File: src/rtl/uth_pkg.sv
package uth_pkg;
  localparam int unsigned UTH_DATA_W = 8;
  localparam int unsigned UTH_DEPTH  = 16;

  typedef enum logic {
    MODE_SINGLE = 1'b0,
    MODE_QUEUE  = 1'b1
  } uth_mode_e;
endpackage

File: src/rtl/uth_single.sv
module uth_single #(
  parameter int unsigned DATA_W = 8
) (
  input  logic              clk,
  input  logic              rst,
  input  logic              flush,
  input  logic              wr,
  input  logic [DATA_W-1:0] wdata,
  input  logic              pop,
  output logic              valid,
  output logic [DATA_W-1:0] rdata
);
  logic [DATA_W-1:0] hold_q;
  logic              full_q;

  always_ff @(posedge clk) begin
    if (rst || flush) begin
      full_q <= 1'b0;
    end else if (wr) begin
      full_q <= 1'b1;
    end else if (pop) begin
      full_q <= 1'b0;
    end
  end

  always_ff @(posedge clk) begin
    if (wr && !flush) hold_q <= wdata;
  end

  assign valid = full_q;
  assign rdata = hold_q;

  assert_overwrite_R3: assert property (@(posedge clk) disable iff (rst)
    (wr && !flush) |=> (valid && rdata == $past(wdata)));

  assert_pop_clears_R10: assert property (@(posedge clk) disable iff (rst)
    (pop && !wr && !flush) |=> !valid);
endmodule

File: src/rtl/uth_fifo.sv
module uth_fifo #(
  parameter int unsigned DATA_W = 8,
  parameter int unsigned DEPTH  = 16
) (
  input  logic              clk,
  input  logic              rst,
  input  logic              flush,
  input  logic              wr,
  input  logic [DATA_W-1:0] wdata,
  input  logic              pop,
  output logic              valid,
  output logic [DATA_W-1:0] rdata
);
  localparam int unsigned PTR_W = (DEPTH > 1) ? $clog2(DEPTH) : 1;
  localparam int unsigned CNT_W = $clog2(DEPTH + 1);
  localparam logic [CNT_W-1:0] FULL_CNT = CNT_W'(DEPTH);
  localparam logic [PTR_W-1:0] LAST_PTR = PTR_W'(DEPTH - 1);

  logic [DATA_W-1:0] mem [DEPTH];
  logic [PTR_W-1:0]  wr_ptr, rd_ptr;
  logic [CNT_W-1:0]  cnt;
  logic              full, pop_ok, wr_ok;

  assign full   = (cnt == FULL_CNT);
  assign valid  = (cnt != '0);
  assign pop_ok = pop && valid && !flush;
  assign wr_ok  = wr && !flush && (!full || pop_ok);

  function automatic logic [PTR_W-1:0] bump(input logic [PTR_W-1:0] p);
    return (p == LAST_PTR) ? '0 : p + 1'b1;
  endfunction

  always_ff @(posedge clk) begin
    if (wr_ok) mem[wr_ptr] <= wdata;
  end

  always_ff @(posedge clk) begin
    if (rst || flush) begin
      wr_ptr <= '0;
      rd_ptr <= '0;
      cnt    <= '0;
    end else begin
      if (wr_ok)  wr_ptr <= bump(wr_ptr);
      if (pop_ok) rd_ptr <= bump(rd_ptr);
      case ({wr_ok, pop_ok})
        2'b10:   cnt <= cnt + 1'b1;
        2'b01:   cnt <= cnt - 1'b1;
        default: cnt <= cnt;
      endcase
    end
  end

  assign rdata = mem[rd_ptr];

  assert_cnt_bound_R4: assert property (@(posedge clk) disable iff (rst)
    cnt <= FULL_CNT);

  assert_no_overflow_R5: assert property (@(posedge clk) disable iff (rst)
    (full && wr && !pop && !flush) |=> (full && $stable(wr_ptr) && $stable(rd_ptr)));

  assert_full_wrpop_R6: assert property (@(posedge clk) disable iff (rst)
    (full && wr && pop && !flush) |=> full);

  assert_empty_pop_R9: assert property (@(posedge clk) disable iff (rst)
    (!valid && pop && !wr) |=> (!valid && $stable(rd_ptr)));
endmodule

File: src/rtl/uart_tx_hold.sv
module uart_tx_hold #(
  parameter int unsigned DATA_W = uth_pkg::UTH_DATA_W,
  parameter int unsigned DEPTH  = uth_pkg::UTH_DEPTH
) (
  input  logic              clk,
  input  logic              rst,
  input  logic              fifo_on,
  input  logic              bank_sel,
  input  logic              cpu_wr,
  input  logic [DATA_W-1:0] cpu_wdata,
  input  logic              tx_pop,
  output logic              tx_valid,
  output logic [DATA_W-1:0] tx_data,
  output logic              hold_empty
);
  import uth_pkg::*;

  uth_mode_e         mode, mode_q;
  logic              flush, wr_g, pop_g;
  logic              s_valid, q_valid;
  logic [DATA_W-1:0] s_data, q_data;

  assign mode = fifo_on ? MODE_QUEUE : MODE_SINGLE;

  always_ff @(posedge clk) begin
    mode_q <= mode;
  end

  assign flush = !rst && (mode != mode_q);
  assign wr_g  = cpu_wr && !bank_sel && !flush;
  assign pop_g = tx_pop && !flush;

  uth_single #(.DATA_W(DATA_W)) u_single (
    .clk(clk), .rst(rst), .flush(flush),
    .wr(wr_g && mode == MODE_SINGLE), .wdata(cpu_wdata),
    .pop(pop_g && mode == MODE_SINGLE),
    .valid(s_valid), .rdata(s_data)
  );

  uth_fifo #(.DATA_W(DATA_W), .DEPTH(DEPTH)) u_fifo (
    .clk(clk), .rst(rst), .flush(flush),
    .wr(wr_g && mode == MODE_QUEUE), .wdata(cpu_wdata),
    .pop(pop_g && mode == MODE_QUEUE),
    .valid(q_valid), .rdata(q_data)
  );

  assign tx_valid   = (mode == MODE_QUEUE) ? q_valid : s_valid;
  assign tx_data    = (mode == MODE_QUEUE) ? q_data  : s_data;
  assign hold_empty = !tx_valid;

  assert_bank_block_R2: assert property (@(posedge clk) disable iff (rst)
    (cpu_wr && bank_sel && hold_empty && !flush) |=> hold_empty);

  assert_flush_empties_R8: assert property (@(posedge clk) disable iff (rst)
    flush |=> hold_empty);
endmodule

File: config.mk
export PLATFORM = sky130hd
export DESIGN_NAME = uart_tx_hold
export DESIGN_NICKNAME = d
export VERILOG_FILES = /design/src/rtl/uth_pkg.sv /design/src/rtl/uth_single.sv /design/src/rtl/uth_fifo.sv /design/src/rtl/uart_tx_hold.sv
export SDC_FILE = /design/constraint.sdc
export NUM_CORES = 1
export LEC_CHECK = 0
export BUFFER_PORTS_ARGS = -buffer_cell sky130_fd_sc_hd__buf_4
export CAP_MARGIN = 20
export CORE_MARGIN = 4
export CORE_UTILIZATION = 40
export CTS_CLUSTER_DIAMETER = 50
export DETAILED_ROUTE_END_ITERATION = 6
export SLEW_MARGIN = 30
export SYNTH_ARGS = -nofsm -noshare
export SYNTH_HDL_FRONTEND = slang
export SYNTH_HIERARCHICAL = 1
export SYNTH_SLANG_ARGS = --single-unit
File: constraint.sdc
create_clock -name clk -period 8.3 [get_ports clk]
set_input_delay 2.075 -clock clk [delete_from_list [all_inputs] [get_ports clk]]
set_output_delay 2.075 -clock clk [all_outputs]
set_load 0.02 [all_outputs]
==> impl_metrics.ini <==
[placement]
placed_cell_area_sq_mm = 0.006830
port_buffers = 23
place.gp.congestion = 0.8069
dp_hpwl_microns = 8280

[yosys]
yosys.area_share.simple_pct = 7.628
async_reset_ff_share_pct = 0
synth_compound_area_share_pct = 5.682
syn-cell-area_sq_mm = 0.006430
synthXorXnorAreaFrac_pct = 0.5449
syn_nets = 395
postSynthCellCount = 372
synthFlopType = edfxtp_1
seq_area_frac_synth_pct = 69.43
synth_mux_area_share_pct = 13.08
synth-seq-cells = 155
synth_top_family_by_area = multiplexers
synth_edf_count = 136
synth.distinct_cells = 53
yosysWarnings = 6
synth_fa_ha_area_share_pct = 1.868
syn_avg_cell_area_sq_um = 17.28

[die]
chipHeight_microns = 134.8
coreArea_sq_mm = 0.01583
die_w_microns = 134.8
die-area_sq_mm = 0.01817
initial_utilization_pct = 40.62
ios = 24
num_rows = 46

[critical_path]
start_kind = flop
path_delay_family = multiplexers
slowest_stage = mux4_2
timing.rr.end = u_fifo/cnt[4]
reg2regPathDepth = 10
worstPathBufferInverterCount = 2
crit_top_cell = buf_4
timing.rr.start = mode_q
cp_cell_sequence = buf_4 -> mux4_2 -> a22oi_1 -> nand2_1 -> mux2_2 -> buf_4
r2r_slack_ns = 5.52
slowest_delay_ns = 0.61
worst-setup-path-type = flop to output pin
path_max_fanout = 32
cp.arrival_ns = 2.87
worst_ep_required_time_ns = 6.23
cp-end-kind = output pin

[detailed_routing]
drt_first_iter_violations = 206
drt-wirelength-per-cell_microns = 20.26
drt_wl_total_microns = 12760
vias = 3339
first_pass_iters = 4
route.detailed.drc = 0
antenna_left = 0
viasPerCell = 5.300

[hold_path]
whs_path_depth = 2
holdCritStartpoint = u_fifo/rd_ptr[0]
hold_class = flop to flop

[power]
p_total_uw = 1713
vdd_drop_max_uv = 148.6
p_leak_uw = 0.002424
p_per_area_mw_per_mm2 = 229.8

[final_layout]
final_core_util_pct = 47.09
multi_input_area_sq_mm = 0.001858
final_area_sq_mm = 0.007453
seq_area_sq_mm = 0.004466
area_delta_synth_final_pct = 15.92
layout_commonest_cell = edfxtp_1
nNetsFinal = 424
layout-drive-gt1-share_pct = 27.05
n_antenna_cell = 0
final_cell_mix = 136 x edfxtp_1, 32 x mux4_2, 28 x buf_4
num-fill-cells = 1366

[grt]
grt_max_degree = 33
grt_pass1_vias = 3569
grt_pass1_wl_microns = 20260
grt_overflow = 0
grt_usage_pct = 15.21
antenna_found_initial = 0

[sta]
skew_ns = 0.004872
max_clock_freq_ghz = 0.2020
finalCriticalPeriod_ns = 4.949
setup_viol = 0
rsz0062_at_grt = no
timing.hold.ws_ns = 0.5238
tns_ns = 0
final-hold-violation-count = 0
period_share_pct = 59.63
slew_headroom_pct = 40.12
slew_viol_final = 0
worst_pin_slew_ns = 0.8959

[clocking]
clock_sinks = 155
clock_path_buffers = 2
postCtsSetupRepairBufs = 0
cts_tree = done
htreeDepth = 4
clkTransAtPathRegs_ns = 0.06
numCtsBuffers = 17
cts-root-buf = clkbuf_16
ctsHoldBuffers = 0
cts_resized = 0
clk_latency_ns = 0.41

[run]
cap_violations = 0

[run_status]
status = finished clean
==> flip-flops by register name, indices dropped and copies added (netlist names), named ones only <==
name,cells
mode_q,1
u_fifo/cnt,5
u_fifo/mem,128
u_fifo/rd_ptr,4
u_fifo/wr_ptr,4
u_single/rdata,8
u_single/valid,1
==> worst max path at each step <==
| stage | start | end | slack, ns | depth (start not counted) |
|---|---|---|---|---|
| CTS | flop | tx_data[0] | 3.35 | 6 |
| global route | flop | tx_data[0] | 3.23 | 6 |
| finish | flop | tx_data[0] | 3.35 | 6 |
| floorplan | fifo_on | tx_valid | 3.35 | 3 |
| detailed placement | fifo_on | tx_data[2] | 3.41 | 3 |
| global placement | fifo_on | tx_data[4] | 3.43 | 3 |
==> metal layers <==
| metal | vias up | routed length [microns] | share of wire [%] | global-route usage [%] |
|---|---|---|---|---|
| li1 | 1547 | - | - | - |
| met1 | 1708 | 5308 | 42 | 19.28 |
| met2 | 67 | 6635 | 52 | 25.51 |
| met3 | 17 | 583 | 4.6 | 3.763 |
| met4 | 0 | 235 | 1.8 | 5.543 |
| met5 | - | 0 | 0 | 0 |
==> through the flow <==
step	worst slack, ns	std cells
after detailed placement	3.414	598
after global placement	3.431	598
after floorplan	3.352	372
after global routing	3.227	630
after CTS	3.345	630
final	3.351	630
==> logic make-up (layout without fill, tap and decap cells) <==
group,count (synthesis),after routing
flip-flops,155,155
adder cells (fa/ha/maj),9,9
AO/OA/AOI/OAI,50,50
buffers and inverters,25,67
XOR/XNOR,4,4
multiplexers,43,43
AND/OR/NAND/NOR,86,86
==> worst reg2reg max path: cells and delay by family, from the launching register on <==
| family | cells | cell delay (ns) |
|---|---|---|
| simple gates | 5 | 1.27 |
| fa+ha+maj | 1 | 0.42 |
| flops | 1 | 0.36 |
| compound gates | 4 | 0.60 |
==> cells in the mapped netlist, drive strengths merged (7+ instances only) <==
cell | count | area [sq um]
nor2b | 8 | 57.55
ha | 8 | 100.1
dfxtp | 19 | 380.4
o21ai | 8 | 55.06
a22oi | 16 | 120.1
buf | 8 | 50.05
nand2 | 16 | 60.06
mux4 | 32 | 720.7
nor2 | 18 | 67.56
inv | 7 | 26.28
a21oi | 8 | 40.04
and3 | 9 | 61.31
clkbuf | 10 | 37.54
edfxtp | 136 | 4084
mux2 | 8 | 90.09
==> area by class of cell <==
| type | instances | area share, % |
|---|---|---|
| flip-flops and latches | 155 | 59.91 |
| multi-input cells | 192 | 24.93 |
| clock buffers | 17 | 5.708 |
| well taps | 216 | 3.626 |
| repair buffers | 28 | 2.820 |
| clock inverters | 15 | 2.652 |
| inverters | 7 | 0.3525 |
==> power by group <==
part	internal [uW]	switching, uW	leakage (uW)
Combinational	21.6	36.0	0.000757
Sequential	850	2.12	0.00138
Clock	503	300	0.000289
(Power assumes the default switching activity.)
